File: src/rtl/ack_wait_pkg.sv
// Package: shared types for the handshake waiter.
// Assumes: nothing beyond IEEE 1800-2017.
package ack_wait_pkg;
    typedef enum logic [1:0] {
        ST_IDLE = 2'd0,
        ST_RISE = 2'd1,
        ST_FALL = 2'd2
    } wait_st_e;
endpackage

File: src/rtl/ack_sync2.sv
// Two-flop synchronizer for a bus of independent single-bit lines.
// Assumes: each bit is a level that stays stable for longer than one cycle.
module ack_sync2 #(
    parameter int WIDTH = 1
) (
    input  logic             clk,
    input  logic             rst_n,
    input  logic [WIDTH-1:0] async_i,
    output logic [WIDTH-1:0] sync_o
);
    for (genvar b = 0; b < WIDTH; b++) begin : g_bit
        logic meta_q;
        logic stab_q;
        // Two stages of capture for each bit.
        always_ff @(posedge clk) begin
            if (!rst_n) begin
                meta_q <= 1'b0;
                stab_q <= 1'b0;
            end else begin
                meta_q <= async_i[b];
                stab_q <= meta_q;
            end
        end
        assign sync_o[b] = stab_q;
    end
endmodule

File: src/rtl/ack_sclk_gen.sv
// Serial clock generator. While run_i is high it produces a square wave
// that starts low, with each level lasting HALF_CYC system cycles.
// While run_i is low the output is held low and the phase restarts.
// Assumes: HALF_CYC >= 1.
module ack_sclk_gen #(
    parameter int HALF_CYC = 16
) (
    input  logic clk,
    input  logic rst_n,
    input  logic run_i,
    output logic sclk_o
);
    localparam int HW = (HALF_CYC > 1) ? $clog2(HALF_CYC) : 1;
    localparam logic [HW-1:0] HLAST = HW'(HALF_CYC - 1);

    logic [HW-1:0] half_q;
    logic          lvl_q;

    // Count within a half period and toggle the level at its end.
    always_ff @(posedge clk) begin
        if (!rst_n || !run_i) begin
            half_q <= '0;
            lvl_q  <= 1'b0;
        end else if (half_q == HLAST) begin
            half_q <= '0;
            lvl_q  <= ~lvl_q;
        end else begin
            half_q <= half_q + 1'b1;
        end
    end

    assign sclk_o = lvl_q;
endmodule

File: src/rtl/ack_timer.sv
// Wait-limit counter. clear_i restarts it. It counts while run_i is high
// and saturates on its last value, where expire_o is high.
// Assumes: WAIT_LIMIT >= 2.
module ack_timer #(
    parameter int WAIT_LIMIT = 25_000_000
) (
    input  logic clk,
    input  logic rst_n,
    input  logic clear_i,
    input  logic run_i,
    output logic expire_o
);
    localparam int CW = $clog2(WAIT_LIMIT + 1);
    localparam logic [CW-1:0] LAST = CW'(WAIT_LIMIT - 1);

    logic [CW-1:0] cnt_q;

    // Count elapsed busy cycles, holding on the final value.
    always_ff @(posedge clk) begin
        if (!rst_n || clear_i) begin
            cnt_q <= '0;
        end else if (run_i && cnt_q != LAST) begin
            cnt_q <= cnt_q + 1'b1;
        end
    end

    assign expire_o = run_i && (cnt_q == LAST);
endmodule

File: src/rtl/ack_handshake_wait.sv
// Top level of the handshake waiter. A start request arms a two-phase wait:
// first the synchronized data line must read high, then low. In clocked mode
// the block drives its own serial clock, and phase one accepts high only
// while that clock is low. In acquire mode no clock is driven. One counter
// bounds both phases. done_o or timeout_o pulses for one cycle at the end.
// Assumes: sda_i is asynchronous; start_i is synchronous to clk.
module ack_handshake_wait
    import ack_wait_pkg::*;
#(
    parameter int HALF_CYC   = 16,
    parameter int WAIT_LIMIT = 25_000_000
) (
    input  logic clk,
    input  logic rst_n,
    input  logic start_i,
    input  logic clk_en_i,
    input  logic sda_i,
    output logic sclk_oe_o,
    output logic sclk_o,
    output logic busy_o,
    output logic done_o,
    output logic timeout_o
);
    wait_st_e state_q;
    wait_st_e state_d;
    logic     mode_q;
    logic     sda_s;
    logic     sclk_int;
    logic     expire;
    logic     take;
    logic     run_clk;
    logic     rise_ok;
    logic     fall_ok;
    logic     done_q;
    logic     to_q;

    ack_sync2 #(.WIDTH(1)) u_sync (
        .clk     (clk),
        .rst_n   (rst_n),
        .async_i (sda_i),
        .sync_o  (sda_s)
    );

    ack_sclk_gen #(.HALF_CYC(HALF_CYC)) u_clk (
        .clk    (clk),
        .rst_n  (rst_n),
        .run_i  (run_clk),
        .sclk_o (sclk_int)
    );

    ack_timer #(.WAIT_LIMIT(WAIT_LIMIT)) u_tmr (
        .clk      (clk),
        .rst_n    (rst_n),
        .clear_i  (take),
        .run_i    (busy_o),
        .expire_o (expire)
    );

    // Decode acceptance, phase completion and clock run conditions.
    always_comb begin
        busy_o  = (state_q != ST_IDLE);
        take    = start_i && !busy_o;
        run_clk = busy_o && mode_q;
        rise_ok = (state_q == ST_RISE) && sda_s && (!mode_q || !sclk_int);
        fall_ok = (state_q == ST_FALL) && !sda_s;
    end

    // Next-state choice: completion has priority over expiry.
    always_comb begin
        state_d = state_q;
        unique case (state_q)
            ST_IDLE: if (take) state_d = ST_RISE;
            ST_RISE: begin
                if (rise_ok)     state_d = ST_FALL;
                else if (expire) state_d = ST_IDLE;
            end
            ST_FALL: begin
                if (fall_ok || expire) state_d = ST_IDLE;
            end
            default: state_d = ST_IDLE;
        endcase
    end

    // State, captured mode and the result pulses.
    always_ff @(posedge clk) begin
        if (!rst_n) begin
            state_q <= ST_IDLE;
            mode_q  <= 1'b0;
            done_q  <= 1'b0;
            to_q    <= 1'b0;
        end else begin
            state_q <= state_d;
            if (take) mode_q <= clk_en_i;
            done_q  <= fall_ok;
            to_q    <= expire && !rise_ok && !fall_ok;
        end
    end

    assign sclk_oe_o = run_clk;
    assign sclk_o    = sclk_int;
    assign done_o    = done_q;
    assign timeout_o = to_q;
endmodule

File: config.mk
export PLATFORM = sky130hd
export DESIGN_NAME = ack_handshake_wait
export DESIGN_NICKNAME = d
export VERILOG_FILES = /design/src/rtl/ack_wait_pkg.sv /design/src/rtl/ack_sync2.sv /design/src/rtl/ack_sclk_gen.sv /design/src/rtl/ack_timer.sv /design/src/rtl/ack_handshake_wait.sv
export SDC_FILE = /design/constraint.sdc
export NUM_CORES = 1
export LEC_CHECK = 0
export ABC_AREA = 1
export CAP_MARGIN = 5
export CORE_ASPECT_RATIO = 1.5
export CORE_UTILIZATION = 54
export DETAILED_ROUTE_END_ITERATION = 10
export GPL_TIMING_DRIVEN = 0
export PLACE_DENSITY = 0.75
export SYNTH_ARGS = -nofsm -noshare
export SYNTH_HDL_FRONTEND = slang
export SYNTH_SLANG_ARGS = --single-unit
export TNS_END_PERCENT = 10
File: constraint.sdc
create_clock -name clk -period 1.7 [get_ports clk]
set_input_delay 0.425 -clock clk [delete_from_list [all_inputs] [get_ports clk]]
set_output_delay 0.425 -clock clk [all_outputs]
set_load 0.05 [all_outputs]
==> run_results.csv <==
group,metric,value,unit
setup_path,crit_type,"register to register",
sta,fmax,608,MHz
floorplanning,num_rows,27,
clocking,h-tree-depth,2,
route,top_layer,"met4",
worst_hold_path,worstHoldPathType,"register to register",
layout,syn2layout_area_growth,19.4,%
clocking,ctsHoldBuffers,0,
yosys,synthAdderAreaFrac,0.0116,
setup_path,start_kind,"register",
layout,layout-drive-gt1-share,0.168,
global_route,grt.total_usage,0.266,
sta,slew_headroom,0.677,
setup_path,required,1930,ps
route,wire_per_inst,12.7,um
route,ant_nets,0,
sta,finalSetupViolations,0,
route,via_per_inst,5.08,
setup_path,endpoint_kind,"register",
layout,layout_commonest_cell,"nand2_1",
power,p_total,2.04,mW
setup_path,crit_fanout,6,
route,route.met3.wl,149,um
yosys,ys_warn_count,0,
yosys,synth.avg_cell_area,6.25,um^2
floorplanning,fp.dieH,79.5,um
placement,routabilityCongestion,0.982,
yosys,synth_top_family_by_area,"simple AND/OR/NAND/NOR gates",
sta,finalCritPeriodShare,0.968,
run,cap_viol_max_count,0,
layout,mostFrequentLayoutCells,"131 x nand2_1, 51 x nor2_1, 30 x inv_1",
yosys,synthTopCellsByArea,"dfxtp_1 34%, nand2_1 23%, nor2_1 9.5%",
clocking,clk_latency,300,ps
yosys,synth-simple-area-share,0.408,
power,p_leak,0.948,nW
floorplanning,die_width,53.7,um
placement,hpwl,3.76,mm
layout,diodes,0,
yosys,yosysUniqueCellTypes,26,
yosys,synth_compound_area_frac,0.101,
sta,setup_ws,54.1,ps
setup_path,ff2ff_setup_slack,50,ps
route,drt-initial-drc-count,81,
yosys,syn_area,2160,um^2
route,vias,2130,
sta,fin_skew,5.59,ps
layout,final_area,2580,um^2
status,status,"finished clean",
floorplanning,coreArea,3750,um^2
yosys,synthCells,346,
setup_path,crit_top_cell,"buf_6",
setup_path,worst_path_max_delay_cell,"dfxtp_4",
clocking,clk_transition_reported_paths,70,ps
clocking,cts.sinks,37,
global_route,antenna_found_initial,0,
yosys,ys_seq_elements,37,
clocking,cts_buffer_depth,2,
yosys,synth_top_area_frac,0.342,
clocking,cts-root-buf,"clkbuf_8",
global_route,grt_pass1_vias,1879,
route,wl_met1,2.20,mm
sta,layout_min_cycle_time,1650,ps
sta,grt_setup_unrepaired,"yes",
sta,finalSetupTns,0,ps
route,drc,0,
placement,dp.cells,398,
global_route,grt_pass1_wl,8.20,mm
power,peakVddDrop,0.693,mV
placement,place_area,2310,um^2
route,wl,5.33,mm
yosys,seq_area_frac_synth,0.342,
floorplanning,initial_core_util,0.577,
setup_path,cp_slowest_stage_delay,370,ps
yosys,synth_fp_nets,353,
route,firstDrtPassIters,4,
sta,slew_viol_final,0,
sta,worst_pin_slew,487,ps
placement,post-place-ws,-379,ps
floorplanning,dieArea,4270,um^2
yosys,synthMuxAreaShare,0,
setup_path,worstPathArrival,1880,ps
yosys,synth_xor_area_frac,0.0607,
clocking,cts_buffers,5,
layout,n_fill_cell,331,
layout,nets,382,
global_route,grt_overflow_total,0,
layout,stdcell_count,419,
clocking,cts_tree,"yes",
power,powerDensity,789,nW/um^2
global_route,grt_max_degree,13,
floorplanning,pin_count,10,
setup_path,path_cells,"ha_4 -> inv_2 -> nor2_4 -> and2_4 -> nand2_2 -> o21ai_4 -> buf_6 -> buf_6 -> nand2_1 -> a21oi_2",
setup_path,cp_top_family,"simple AND/OR/NAND/NOR gates",
setup_path,critPathBufInv,3,
yosys,yosys.area.top_type,"dfxtp_1",
placement,io_buffers,9,
route,met2_length,2.86,mm
sta,hold_viol,0,
path summary, 6_finish.rpt:
kind	from	end	cells past startpoint
worst max-delay path	u_tmr.cnt_q[0]	u_tmr.cnt_q[3]	10
worst max register to register	u_tmr.cnt_q[0]	u_tmr.cnt_q[3]	10
worst min register to register	u_sync.g_bit[0].meta_q	u_sync.sync_o	2
worst min-delay path	u_sync.g_bit[0].meta_q	u_sync.sync_o	2
cell usage after synthesis:
cell,number
a21oi_1,20
a21oi_2,8
and2_1,1
buf_2,3
buf_6,2
clkbuf_1,1
clkinv_1,1
dfxtp_1,37
ha_1,2
inv_1,31
inv_2,1
nand2_1,131
nand2_2,2
nand3_1,19
nand3b_1,1
nand4_1,2
nor2_1,55
nor2_2,2
nor2_4,2
nor3_1,2
o21ai_0,5
o21ai_4,1
o22ai_1,1
or2_2,1
xnor2_1,7
xor2_1,8
cell families after synthesis:
logic type / Yosys count
simple gates: 218
buf+inv: 39
flops: 37
compound gates: 35
xor+xnor: 15
fa+ha+maj: 2
state kept, by name, indices dropped and copies added, names as in the netlist:
name,cells
done_o,1
mode_q,1
state_q,2
timeout_o,1
u_clk.half_q,4
u_clk.sclk_o,1
u_sync.g_bit.meta_q,1
u_sync.sync_o,1
u_tmr.cnt_q,25
metal layers:
layer,track usage,up-vias
li1,-,1137
met1,0.288,945
met2,0.481,35
met3,0.0457,13
met4,0.108,0
met5,0,-
power by group:
| group | leakage (nW) | internal (mW) | switching (mW) |
|---|---|---|---|
| combinational | 0.586 | 0.134 | 0.204 |
| sequential | 0.304 | 0.884 | 0.0151 |
| clock | 0.0574 | 0.477 | 0.325 |
| total | 0.948 | 1.50 | 0.544 |
area by class of cell:
class	instances	area, um^2	area share
well taps	43	53.8	0.0208
inverters	33	124	0.0479
clock buffers	6	82.6	0.0320
clock inverters	2	37.5	0.0145
plain buffers	6	55.1	0.0213
flip-flops and latches	37	754	0.292
multi-input cells	271	1300	0.505
repair buffers	21	173	0.0668
per-stage QoR:
step	utilization	hold WS (ps)
after global placement	0.615	404
after global routing	0.689	461
final	0.689	442
after floorplan	-	390
after detailed placement	0.615	424
after CTS	0.661	445
repair_timing:
item | in CTS | in global routing
gates resized for setup | 27 | 21
endpoints found under the setup margin | 31 | 25
pin swaps | 3 | 4
buffers inserted | 3 | 5
cloned | 1 | 4
hold endpoints to repair | 0 | 0
worst register-to-register path, stage by stage (launching register included):
cell	delay (ps)
dfxtp_4	370
ha_4	170
inv_2	60
nor2_4	120
and2_4	160
nand2_2	80
o21ai_4	150
buf_6	160
buf_6	120
nand2_1	70
a21oi_2	130
(Power assumes the default switching activity.)
